### config.mk
export PLATFORM = sky130hd
export DESIGN_NAME = lcd_frame_seq
export DESIGN_NICKNAME = d
export VERILOG_FILES = /design/src/rtl/lcd_frame_pkg.sv /design/src/rtl/lcd_depth_decode.sv /design/src/rtl/lcd_frame_dp.sv /design/src/rtl/lcd_frame_ctrl.sv /design/src/rtl/lcd_frame_seq.sv
export SDC_FILE = /design/constraint.sdc
export NUM_CORES = 1
export LEC_CHECK = 0
export BUFFER_PORTS_ARGS = -buffer_cell sky130_fd_sc_hd__buf_2
export CAP_MARGIN = 10
export CORE_MARGIN = 2
export CORE_UTILIZATION = 50
export CTS_BUF_LIST = sky130_fd_sc_hd__clkbuf_4 sky130_fd_sc_hd__clkbuf_8
export DETAILED_ROUTE_END_ITERATION = 8
export PLACE_DENSITY_LB_ADDON = 0.15
export SETUP_SLACK_MARGIN = 0.05
export SLEW_MARGIN = 20
export SYNTH_ARGS = -nofsm -noshare
export SYNTH_HDL_FRONTEND = slang
export SYNTH_SLANG_ARGS = --single-unit
### constraint.sdc
create_clock -name clk -period 9.1 [get_ports clk]
set_input_delay 0.455 -clock clk [delete_from_list [all_inputs] [get_ports clk]]
set_output_delay 0.455 -clock clk [all_outputs]
set_load 0.01 [all_outputs]
### src/rtl/lcd_frame_pkg.sv
package lcd_frame_pkg;

  typedef enum logic [2:0] {
    ST_IDLE,
    ST_HDR_READ,
    ST_CHECK,
    ST_DONE,
    ST_ERROR
  } seqState_t;

  // strobes from the control FSM to the datapath
  typedef struct packed {
    logic loadBases;
    logic capHdr;
    logic capResult;
    logic flipIdx;
  } dpStrobe_t;

endpackage

### src/rtl/lcd_depth_decode.sv
module lcd_depth_decode #(
  parameter int OFF_W      = 10,
  parameter int FULL_SKIP  = 'h200,
  parameter int SMALL_SKIP = 'h20
) (
  input  logic [2:0]       depthCode,
  output logic [4:0]       bitsPerPixel,
  output logic [OFF_W-1:0] paletteSkip,
  output logic             supported
);

  always_comb begin
    bitsPerPixel = 5'd0;
    paletteSkip  = '0;
    supported    = 1'b1;
    unique case (depthCode)
      3'd1: begin bitsPerPixel = 5'd2;  paletteSkip = OFF_W'(SMALL_SKIP); end
      3'd2: begin bitsPerPixel = 5'd4;  paletteSkip = OFF_W'(SMALL_SKIP); end
      3'd3: begin bitsPerPixel = 5'd8;  paletteSkip = OFF_W'(FULL_SKIP);  end
      3'd4: bitsPerPixel = 5'd12;
      3'd5: bitsPerPixel = 5'd16;
      default: supported = 1'b0;
    endcase
  end

endmodule

### src/rtl/lcd_frame_dp.sv
module lcd_frame_dp
  import lcd_frame_pkg::*;
#(
  parameter int ADDR_W     = 32,
  parameter int DIM_W      = 10,
  parameter int FULL_SKIP  = 'h200,
  parameter int SMALL_SKIP = 'h20,
  parameter int SLACK      = 2
) (
  input  logic              clk,
  input  logic              rst_n,
  input  dpStrobe_t         strb,
  input  logic [1:0]        paletteMode,
  input  logic [ADDR_W-1:0] f1Top,
  input  logic [ADDR_W-1:0] f1Bottom,
  input  logic [ADDR_W-1:0] f2Top,
  input  logic [ADDR_W-1:0] f2Bottom,
  input  logic [DIM_W-1:0]  widthM1,
  input  logic [DIM_W-1:0]  heightM1,
  input  logic [31:0]       subPanelCfg,
  input  logic [15:0]       memData,
  output logic [ADDR_W-1:0] memAddr,
  output logic              depthOk,
  output logic              fitsOk,
  output logic              bufIndex,
  output logic [ADDR_W-1:0] pixelBase,
  output logic [4:0]        pixelBits,
  output logic [DIM_W:0]    lineCount,
  output logic [DIM_W-1:0]  firstLine
);

  localparam int NUM_BUF = 2;
  localparam int OFF_W   = $clog2(FULL_SKIP + 1) + 1;
  localparam int PROD_W  = 2 * (DIM_W + 1) + 5;
  localparam int CALC_W  = ((PROD_W > ADDR_W) ? PROD_W : ADDR_W) + 2;
  localparam int SUB_LSB = 16;
  localparam int SUB_ON  = 31;
  localparam int SUB_FST = 29;

  logic [ADDR_W-1:0] topIn  [NUM_BUF];
  logic [ADDR_W-1:0] botIn  [NUM_BUF];
  logic [ADDR_W-1:0] bufTop [NUM_BUF];
  logic [ADDR_W-1:0] bufSize[NUM_BUF];

  assign topIn[0] = f1Top;
  assign topIn[1] = f2Top;
  assign botIn[0] = f1Bottom;
  assign botIn[1] = f2Bottom;

  for (genvar b = 0; b < NUM_BUF; b++) begin : g_buf
    always_ff @(posedge clk or negedge rst_n) begin
      if (!rst_n) begin
        bufTop[b]  <= '0;
        bufSize[b] <= '0;
      end else if (strb.loadBases) begin
        bufTop[b]  <= topIn[b];
        bufSize[b] <= botIn[b] - topIn[b];
      end
    end
  end

  // buffer index
  always_ff @(posedge clk or negedge rst_n) begin
    if (!rst_n)              bufIndex <= 1'b0;
    else if (strb.loadBases) bufIndex <= 1'b0;
    else if (strb.flipIdx)   bufIndex <= ~bufIndex;
  end

  assign memAddr = bufTop[bufIndex];

  // header word: only the depth field is kept
  logic [2:0] hdrDepth;
  logic       unusedHdrBits;
  assign unusedHdrBits = ^{memData[15], memData[11:0]};

  always_ff @(posedge clk or negedge rst_n) begin
    if (!rst_n)           hdrDepth <= 3'd0;
    else if (strb.capHdr) hdrDepth <= memData[14:12];
  end

  logic [4:0]       decBits;
  logic [OFF_W-1:0] decSkip;
  logic [OFF_W-1:0] skipBytes;

  lcd_depth_decode #(
    .OFF_W     (OFF_W),
    .FULL_SKIP (FULL_SKIP),
    .SMALL_SKIP(SMALL_SKIP)
  ) u_decode (
    .depthCode   (hdrDepth),
    .bitsPerPixel(decBits),
    .paletteSkip (decSkip),
    .supported   (depthOk)
  );

  assign skipBytes = (paletteMode == 2'd2) ? '0 : decSkip;

  // frame size check
  logic [DIM_W:0]    panelWidth;
  logic [DIM_W:0]    panelHeight;
  logic [CALC_W-1:0] pixProduct;
  logic [CALC_W-1:0] needBytes;
  logic [CALC_W-1:0] limitBytes;

  assign panelWidth  = {1'b0, widthM1} + 1'b1;
  assign panelHeight = {1'b0, heightM1} + 1'b1;
  assign pixProduct  = CALC_W'(panelWidth) * CALC_W'(panelHeight) * CALC_W'(decBits);
  assign needBytes   = CALC_W'(skipBytes) + (pixProduct >> 3);
  assign limitBytes  = CALC_W'(bufSize[bufIndex]) + CALC_W'(SLACK);
  assign fitsOk      = (needBytes <= limitBytes);

  // sub-panel window
  logic [DIM_W-1:0] subLine;
  logic [DIM_W:0]   nextLines;
  logic [DIM_W-1:0] nextFirst;
  logic             unusedSubBits;

  assign subLine       = subPanelCfg[SUB_LSB +: DIM_W];
  assign unusedSubBits = ^{subPanelCfg[30], subPanelCfg[28:SUB_LSB+DIM_W], subPanelCfg[SUB_LSB-1:0]};

  always_comb begin
    nextLines = panelHeight;
    nextFirst = '0;
    if (subPanelCfg[SUB_ON]) begin
      if (subPanelCfg[SUB_FST]) nextFirst = subLine;
      else                      nextLines = {1'b0, subLine};
    end
  end

  always_ff @(posedge clk or negedge rst_n) begin
    if (!rst_n) begin
      pixelBase <= '0;
      pixelBits <= '0;
      lineCount <= '0;
      firstLine <= '0;
    end else if (strb.capResult) begin
      pixelBase <= bufTop[bufIndex] + ADDR_W'(skipBytes);
      pixelBits <= decBits;
      lineCount <= nextLines;
      firstLine <= nextFirst;
    end
  end

  // each flip strobe changes the buffer index
  p_flip_toggles_r8: assert property (@(posedge clk) disable iff (!rst_n)
    strb.flipIdx |=> (bufIndex != $past(bufIndex)));

  // loading the bases selects buffer 0 at the frame-1 top address
  p_load_selects_first_r2: assert property (@(posedge clk) disable iff (!rst_n)
    strb.loadBases |=> ((bufIndex == 1'b0) && (memAddr == $past(f1Top))));

endmodule

### src/rtl/lcd_frame_ctrl.sv
module lcd_frame_ctrl
  import lcd_frame_pkg::*;
(
  input  logic       clk,
  input  logic       rst_n,
  input  logic       ctrlEnable,
  input  logic [1:0] paletteMode,
  input  logic       dualMode,
  input  logic [1:0] dmaIrqEn,
  input  logic [3:0] addrValid,
  input  logic       frameTick,
  input  logic       memValid,
  input  logic       depthOk,
  input  logic       fitsOk,
  input  logic       bufIndex,
  output dpStrobe_t  strb,
  output logic       memReq,
  output logic       frameReady,
  output logic       syncFault,
  output logic [2:0] dmaCondSet,
  output logic       dmaIrq,
  output logic       bufValid
);

  seqState_t state, nextState;
  logic      enPrev;
  logic      enRise;
  logic      addrOk;
  logic      startOk;

  assign enRise  = ctrlEnable && !enPrev;
  assign addrOk  = addrValid[0] && addrValid[1] &&
                   (!dualMode || (addrValid[2] && addrValid[3]));
  assign startOk = frameTick && ctrlEnable && bufValid && (paletteMode != 2'd1);

  always_comb begin
    nextState = state;
    unique case (state)
      ST_IDLE:     if (startOk) nextState = (paletteMode == 2'd2) ? ST_CHECK : ST_HDR_READ;
      ST_HDR_READ: if (memValid) nextState = ST_CHECK;
      ST_CHECK: begin
        if (!depthOk)     nextState = ST_IDLE;
        else if (!fitsOk) nextState = ST_ERROR;
        else              nextState = ST_DONE;
      end
      default:            nextState = ST_IDLE;
    endcase
    if (!ctrlEnable) nextState = ST_IDLE;
  end

  always_ff @(posedge clk or negedge rst_n) begin
    if (!rst_n) begin
      state    <= ST_IDLE;
      enPrev   <= 1'b0;
      bufValid <= 1'b0;
    end else begin
      state  <= nextState;
      enPrev <= ctrlEnable;
      if (!ctrlEnable || state == ST_ERROR) bufValid <= 1'b0;
      else if (enRise && addrOk)            bufValid <= 1'b1;
    end
  end

  always_comb begin
    strb.loadBases = enRise && addrOk;
    strb.capHdr    = (state == ST_HDR_READ) && memValid;
    strb.capResult = (state == ST_CHECK);
    strb.flipIdx   = (state == ST_DONE) && dualMode;
  end

  assign memReq     = (state == ST_HDR_READ);
  assign frameReady = (state == ST_DONE);
  assign syncFault  = (state == ST_ERROR);

  always_comb begin
    dmaCondSet    = 3'b000;
    dmaCondSet[0] = frameReady && !bufIndex;
    dmaCondSet[1] = frameReady && bufIndex;
    dmaCondSet[2] = enRise && !addrOk;
    dmaIrq        = (frameReady && dmaIrqEn[0]) || (dmaCondSet[2] && dmaIrqEn[1]);
  end

  // a header request needs a valid buffer
  p_req_needs_buffer_r4: assert property (@(posedge clk) disable iff (!rst_n)
    memReq |-> bufValid);

  // a header read starts only from a legal tick
  p_start_gated_r3: assert property (@(posedge clk) disable iff (!rst_n)
    (memReq && $past(state == ST_IDLE)) |->
      $past(frameTick && ctrlEnable && paletteMode != 2'd1));

  // a fault follows a failed fit check on a supported depth
  p_fault_after_misfit_r6: assert property (@(posedge clk) disable iff (!rst_n)
    syncFault |-> $past(!fitsOk && depthOk));

  // a ready pulse follows a passing fit check and lasts one cycle
  p_ready_fits_r7: assert property (@(posedge clk) disable iff (!rst_n)
    frameReady |-> ($past(fitsOk && depthOk) && !$past(frameReady)));

  // at most one condition bit per cycle
  p_cond_single_r7: assert property (@(posedge clk) disable iff (!rst_n)
    $onehot0(dmaCondSet));

endmodule

### src/rtl/lcd_frame_seq.sv
module lcd_frame_seq
  import lcd_frame_pkg::*;
#(
  parameter int ADDR_W = 32,
  parameter int DIM_W  = 10
) (
  input  logic              clk,
  input  logic              rst_n,
  input  logic              ctrlEnable,
  input  logic [1:0]        paletteMode,
  input  logic              dualMode,
  input  logic [1:0]        dmaIrqEn,
  input  logic [ADDR_W-1:0] f1Top,
  input  logic [ADDR_W-1:0] f1Bottom,
  input  logic [ADDR_W-1:0] f2Top,
  input  logic [ADDR_W-1:0] f2Bottom,
  input  logic [3:0]        addrValid,
  input  logic [DIM_W-1:0]  widthM1,
  input  logic [DIM_W-1:0]  heightM1,
  input  logic [31:0]       subPanelCfg,
  input  logic              frameTick,
  output logic              memReq,
  output logic [ADDR_W-1:0] memAddr,
  input  logic              memValid,
  input  logic [15:0]       memData,
  output logic              frameReady,
  output logic [ADDR_W-1:0] pixelBase,
  output logic [4:0]        pixelBits,
  output logic [DIM_W:0]    lineCount,
  output logic [DIM_W-1:0]  firstLine,
  output logic              bufIndex,
  output logic              bufValid,
  output logic [2:0]        dmaCondSet,
  output logic              dmaIrq,
  output logic              syncFault
);

  dpStrobe_t strb;
  logic      depthOk;
  logic      fitsOk;

  lcd_frame_ctrl u_ctrl (
    .clk        (clk),
    .rst_n      (rst_n),
    .ctrlEnable (ctrlEnable),
    .paletteMode(paletteMode),
    .dualMode   (dualMode),
    .dmaIrqEn   (dmaIrqEn),
    .addrValid  (addrValid),
    .frameTick  (frameTick),
    .memValid   (memValid),
    .depthOk    (depthOk),
    .fitsOk     (fitsOk),
    .bufIndex   (bufIndex),
    .strb       (strb),
    .memReq     (memReq),
    .frameReady (frameReady),
    .syncFault  (syncFault),
    .dmaCondSet (dmaCondSet),
    .dmaIrq     (dmaIrq),
    .bufValid   (bufValid)
  );

  lcd_frame_dp #(
    .ADDR_W(ADDR_W),
    .DIM_W (DIM_W)
  ) u_dp (
    .clk        (clk),
    .rst_n      (rst_n),
    .strb       (strb),
    .paletteMode(paletteMode),
    .f1Top      (f1Top),
    .f1Bottom   (f1Bottom),
    .f2Top      (f2Top),
    .f2Bottom   (f2Bottom),
    .widthM1    (widthM1),
    .heightM1   (heightM1),
    .subPanelCfg(subPanelCfg),
    .memData    (memData),
    .memAddr    (memAddr),
    .depthOk    (depthOk),
    .fitsOk     (fitsOk),
    .bufIndex   (bufIndex),
    .pixelBase  (pixelBase),
    .pixelBits  (pixelBits),
    .lineCount  (lineCount),
    .firstLine  (firstLine)
  );

endmodule

Word-level counts from Yosys, hierarchy flattened
Cells that the tools add are included.
- bitwise logic cells: 2
- muxes and demuxes: 25
- reductions and logical operators: 29
- multiply operators: 2
- div/mod/pow operators: 0
- $add $sub $neg: 7
- equal/unequal tests: 13
- shifts and indexed selects: 0
- $lt $le $gt $ge: 2
- operators with widths (operator ; number):
    32-bit 2-to-1 mux ; 6
    32-bit subtractor ; 2
    34-bit <= comparator ; 1
    32-bit by 2-bit adder with 33-bit output (second input constant) ; 1
    32-bit by 11-bit adder with 32-bit output ; 1
    10-bit 2-to-1 mux ; 3
    22-bit by 5-bit multiplier with 27-bit output ; 1
    11-bit by 24-bit adder with 25-bit output ; 1
    5-bit case mux with 5 select lines ; 1
    10-bit by 1-bit adder with 11-bit output (second input constant) ; 2
    11-bit by 11-bit multiplier with 22-bit output ; 1
    11-bit 2-to-1 mux ; 2
    10-bit case mux with 2 select lines ; 1
    1-bit logical AND ; 15
    3-bit 2-to-1 mux ; 5
    3-bit by 2-bit == test with 1-bit output (second input constant) ; 4
    3-bit == test (second input constant) ; 3
    3-bit case mux with 3 select lines ; 1
    3-bit by 1-bit == test with 1-bit output (second input constant) ; 2
    3-bit by 2-bit inequality test with 1-bit output (second input constant) ; 2
    1-bit zero test ; 5
    1-bit 2-to-1 mux ; 5
    5-bit OR reduction ; 1
    2-bit nonzero test ; 2
    10 further kinds ; 12
- memories: 0
- memory bits (writable): 0
- memory bits (read-only): 0
- register bits: 195
- logic and storage cells: 93
- latch bits: 0

Depth between registers and ports, before layout
- word-level depth: 10
- depth in mapped cells: 46

By module
Synthesis repeated with hierarchy kept, for this count alone.
- cells, all modules: 2370
- area, all modules: 21674.5 µm²
- modules (own cells, without submodules) (module ; seq. area each (µm²) ; area an instance (µm²) ; cells each ; instances):
    lcd_frame_dp ; 4754.6 ; 21139.0 ; 2308 ; 1
    lcd_frame_ctrl ; 125.1 ; 366.6 ; 38 ; 1
    lcd_depth_decode ; 0.0 ; 168.9 ; 24 ; 1

Least setup slack after synthesis
Ideal clock, no wire load.
- path type: in2reg
- start point: input port widthM1[0]
- end point: register u_ctrl.state[0]
- stages on the path: 45
- path buffers: 2
- path slack: -1.440 ns
- data arrival time: 10.404 ns
- required time: 8.964 ns
- cell sequence: ha_1 -> nand3_1 -> nor2_1 -> and3_1 -> xor2_1 -> nand2_1 -> fa_1 -> fa_1 -> inv_1 -> fa_1 -> fa_1 -> inv_1 -> fa_1 -> inv_1 -> ha_1 -> clkbuf_1 -> nand3_1 -> o21a_1 -> (+9 left out) -> clkbuf_1 -> a21o_1 -> a21oi_1 -> o21ai_0 -> a22o_1 -> a211oi_1 -> xnor2_1 -> nand2_1 -> nor4_2 -> xnor2_1 -> ha_1 -> nand3_1 -> nor2_1 -> nand4_1 -> nand3_1 -> a221o_1 -> o21ai_2 -> o311ai_1
- cells in the longest elaborated chain, start to end: 9
- ends and longest elaborated chain (what ; line ; source):
    start: declaration ; lcd_frame_seq.sv:18 ; input logic [DIM_W-1:0] widthM1,
    10-bit by 1-bit adder with 11-bit output ; lcd_frame_dp.sv:105 ; assign panelWidth = {1'b0, widthM1} + 1'b1;
    11-bit by 11-bit multiplier with 22-bit output ; lcd_frame_dp.sv:107 ; assign pixProduct = CALC_W'(panelWidth) * CALC_W'(panelHeight) * CALC_W'(decBits);
    22-bit by 5-bit multiplier with 27-bit output ; lcd_frame_dp.sv:107 ;
    11-bit by 24-bit adder with 25-bit output ; lcd_frame_dp.sv:108 ; assign needBytes = CALC_W'(skipBytes) + (pixProduct >> 3);
    34-bit <= comparator ; lcd_frame_dp.sv:110 ; assign fitsOk = (needBytes <= limitBytes);
    3-bit 2-to-1 mux ; lcd_frame_ctrl.sv:43 ; else if (!fitsOk) nextState = ST_ERROR;
    3-bit 2-to-1 mux ; lcd_frame_ctrl.sv:42 ; if (!depthOk) nextState = ST_IDLE;
    3-bit case mux with 3 select lines ; lcd_frame_ctrl.sv:38 ; unique case (state)
    3-bit 2-to-1 mux ; lcd_frame_ctrl.sv:48 ; if (!ctrlEnable) nextState = ST_IDLE;
    end signal: assignment ; lcd_frame_ctrl.sv:57 ; state <= nextState;
    end: declaration ; lcd_frame_ctrl.sv:25 ; seqState_t state, nextState;
Every way passes these cells.
A chain may end at the register's enable or synchronous reset.

Worst setup path after layout
- start point: input port heightM1[2]
- end point: register u_ctrl.state[0]
- cells in the longest elaborated chain, start to end: 9
- ends and longest elaborated chain (what ; line ; source):
    start: declaration ; lcd_frame_seq.sv:19 ; input logic [DIM_W-1:0] heightM1,
    10-bit by 1-bit adder with 11-bit output ; lcd_frame_dp.sv:106 ; assign panelHeight = {1'b0, heightM1} + 1'b1;
    11-bit by 11-bit multiplier with 22-bit output ; lcd_frame_dp.sv:107 ;
    22-bit by 5-bit multiplier with 27-bit output ; lcd_frame_dp.sv:107 ;
    11-bit by 24-bit adder with 25-bit output ; lcd_frame_dp.sv:108 ;
    34-bit <= comparator ; lcd_frame_dp.sv:110 ;
    3-bit 2-to-1 mux ; lcd_frame_ctrl.sv:43 ;
    3-bit 2-to-1 mux ; lcd_frame_ctrl.sv:42 ;
    3-bit case mux with 3 select lines ; lcd_frame_ctrl.sv:38 ;
    3-bit 2-to-1 mux ; lcd_frame_ctrl.sv:48 ;
Every way passes these cells.

==> flow_metrics.env <==
export IMPL_status="complete, but fails checks"
export IMPL_violations="setup timing"
export IMPL_synth_seq_area_share_pct=23.1
export IMPL_cts_made_buffers=17
export IMPL_ys_ff_latch=194
export IMPL_ys_warn_count=0
export IMPL_cp_arrival_ns=10.00
export IMPL_mostFrequentLayoutCells="345 x nand2_1, 265 x buf_2, 255 x buf_4, 246 x inv_1, 193 x dfrtp_1"
export IMPL_slowest_stage="fa_1"
export IMPL_drive_gt1_share_pct=26.9
export IMPL_root_buffer="clkbuf_8"
export IMPL_track_usage_pct=30.2
export IMPL_drtIter0Drc=1151
export IMPL_grt_start_max_net_pins=195
export IMPL_grt_overflow=0
export IMPL_synthArstFlopShare_pct=100
export IMPL_routedWlPerCell_um=18.5
export IMPL_grt_pass1_wl_mm=104
export IMPL_maxCapViolCount=0
export IMPL_min_period_ns=9.56
export IMPL_postSynthCellCount=2512
export IMPL_avgSynthCellArea_um2=8.35
export IMPL_power_leakage_nw=13.2
export IMPL_netlist_area_um2=21000
export IMPL_layout_commonest_cell="nand2_1"
export IMPL_vias=19500
export IMPL_min_to="u_ctrl.enPrev"
export IMPL_cp_required_ns=9.54
export IMPL_port_buffers=274
export IMPL_wl_met2_mm=32.8
export IMPL_met3_length_mm=2.52
export IMPL_hold_viol=0
export IMPL_pre_cts_ws_ns=-1.38
export IMPL_whs_ns=0.0650
export IMPL_seqCellArea_um2=4860
export IMPL_worstHoldStart="ctrlEnable"
export IMPL_ios=309
export IMPL_cpPeakStageDelay_ns=0.58
export IMPL_critPathKind="input port to register"
export IMPL_rsz0062_at_grt="true"
export IMPL_nets=3521
export IMPL_place_hpwl_mm=52.9
export IMPL_htreeDepth=4
export IMPL_fin_skew_ns=0.0313
export IMPL_finalCritPeriodShare_pct=105
export IMPL_critPathMaxFanout=4
export IMPL_drt_wl_total_mm=65.4
export IMPL_worstHoldPathCells=1
export IMPL_reg2reg_to="u_ctrl.state[0]"
export IMPL_worstReg2RegStart="u_dp.hdrDepth[0]"
export IMPL_clockBufferDepth=2
export IMPL_clock_latency_ns=0.59
export IMPL_coreArea_um2=41700
export IMPL_synthFlopType="dfrtp_1"
export IMPL_area_growth_pct=25.9
export IMPL_floorplan_rows=75
export IMPL_synth_edf_count=0
export IMPL_hold_path_class="input port to register"
export IMPL_worst_r2r_setup_slack_ns=1.94
export IMPL_maxSlewHeadroom_pct=22.0
export IMPL_drcViolationCount=0
export IMPL_ir_drop_mv=0.316
export IMPL_max_freq_ghz=0.105
export IMPL_worst_pin_slew_ns=1.14
export IMPL_drt_met1_wl_mm=27.7
export IMPL_power_mw=8.66
export IMPL_synth_cell_types=87
export IMPL_antenna_found_initial=3
export IMPL_cts_sinks=194
export IMPL_placed_area_um2=24700
export IMPL_die_width_um=209
export IMPL_power_density_nw_per_um2=328
export IMPL_setup_viol=3
export IMPL_start_kind="input port"
export IMPL_fin_setup_tns_ns=-1.19
export IMPL_dieArea_um2=43600
export IMPL_dr_pass1_iters=5
export IMPL_cts_tree="done"
export IMPL_initial_core_util_pct=50.3
export IMPL_vias_per_cell=5.51
export IMPL_gp_congestion=0.958
export IMPL_clk_pin_slew_ns=0.11
export IMPL_top_layer="met5"
export IMPL_multi_input_area_um2=15900
export IMPL_postRouteAntennaNets=0
export IMPL_end_kind="register"
export IMPL_grt_pass1_vias=19500
export IMPL_worst_slack_ns=-0.458
export IMPL_crit_top_cell="fa_1"
export IMPL_final_area_um2=26400
export IMPL_die_h_um=209
export IMPL_final_max_slew_viol_count=0
export IMPL_reg2reg_depth=28
export IMPL_fillers=3723
[synthesized netlist by cell type, types with 42 or more instances]
| master | number | area (um2) |
|---|---|---|
| xnor2_1 | 96 | 841 |
| inv_1 | 255 | 957 |
| nand3_1 | 63 | 315 |
| a21o_1 | 55 | 413 |
| nand2_1 | 350 | 1310 |
| o21ai_0 | 186 | 931 |
| a21oi_1 | 100 | 500 |
| dfrtp_1 | 194 | 4850 |
| mux2_2 | 42 | 473 |
| fa_1 | 123 | 2460 |
| xor2_1 | 64 | 561 |
| clkbuf_1 | 76 | 285 |
| nor2_1 | 185 | 694 |
| ha_1 | 205 | 2560 |
[how the worst max path moves through the flow]
stage / slack (ns) / startpoint / end / cells past startpoint
after floorplan: -0.70 / heightM1[6] / u_ctrl.state[0] / 44
final: -0.46 / heightM1[2] / u_ctrl.state[0] / 42
after global routing: -0.75 / widthM1[1] / u_ctrl.state[0] / 44
after global placement: -1.20 / heightM1[0] / u_ctrl.state[0] / 43
after CTS: -0.34 / heightM1[2] / u_ctrl.state[0] / 40
after detailed placement: -1.38 / widthM1[0] / u_ctrl.state[0] / 43
[registers in the layout, summed over array words and instances (netlist names)]
name and flops:
u_dp.bufSize 64, u_dp.bufTop 64, u_dp.pixelBase 32, u_dp.lineCount 11, u_dp.firstLine 10, u_dp.pixelBits 4
u_ctrl.state 3, u_dp.hdrDepth 3, u_ctrl.bufValid 1, u_ctrl.enPrev 1, u_dp.bufIndex 1
[through the flow]
| stage | util [%] | std cells |
|---|---|---|
| after floorplan | - | 2513 |
| after global placement | 59.3 | 3460 |
| after detailed placement | 59.3 | 3460 |
| after CTS | 62.7 | 3525 |
| after global routing | 63.3 | 3536 |
| final | 63.3 | 3536 |
[repair_timing]
item | in CTS | in global routing
resized for setup | 126 | 35
setup buffers | 32 | 9
hold buffers | 1 | 0
endpoints found under the setup margin | 3 | 3
pin swaps | 124 | 46
endpoints found under the hold margin | 66 | 0
[kinds of logic (layout without fill, tap and decap cells)]
group                      after synthesis  count (layout)  synth area share (%)
AOI/OAI and AO/OA                      546             546                  16.7
xor gates and xnor gates               160             160                  6.68
adders and majority gates              328             328                  24.0
buffers and inverters                  350             833                  6.44
DFF                                    194             194                  23.1
muxes                                   76              76                  3.88
other                                    1               3                0.0179
and+or+nand+nor                        857             857                  19.1
[critical path, delay by kind of cell]
kind / cells / cell delay [ns]
AOI/OAI and AO/OA: 12 / 2.30
and+or+nand+nor: 11 / 1.78
buffers and inverters: 6 / 0.49
adders and majority gates: 11 / 4.72
xor gates and xnor gates: 2 / 0.25
[power breakdown]
part | switching [mW] | leakage [nW] | internal, mW | total (mW)
Sequential | 0.164 | 2.37 | 1.06 | 1.22
Combinational | 3.33 | 10.6 | 3.46 | 6.79
Clock | 0.384 | 0.221 | 0.261 | 0.645
Total | 3.88 | 13.2 | 4.78 | 8.66
[final cells by class]
type                    count  area share, %
inverters                 255           3.63
diodes                      1        0.00948
multi-input cells        1969           60.1
well taps                 539           2.56
repair buffers            546           13.6
flip-flops and latches    194           18.4
clock buffers              17          0.886
clock inverters            15          0.787
[per-layer routing]
metal  up-vias  track usage (%)
li1       9499                -
met1      9397             38.4
met2       466             52.3
met3       126             3.91
met4         2             11.9
met5         -                0
Note: power is estimated with default switching activity, not from simulation.
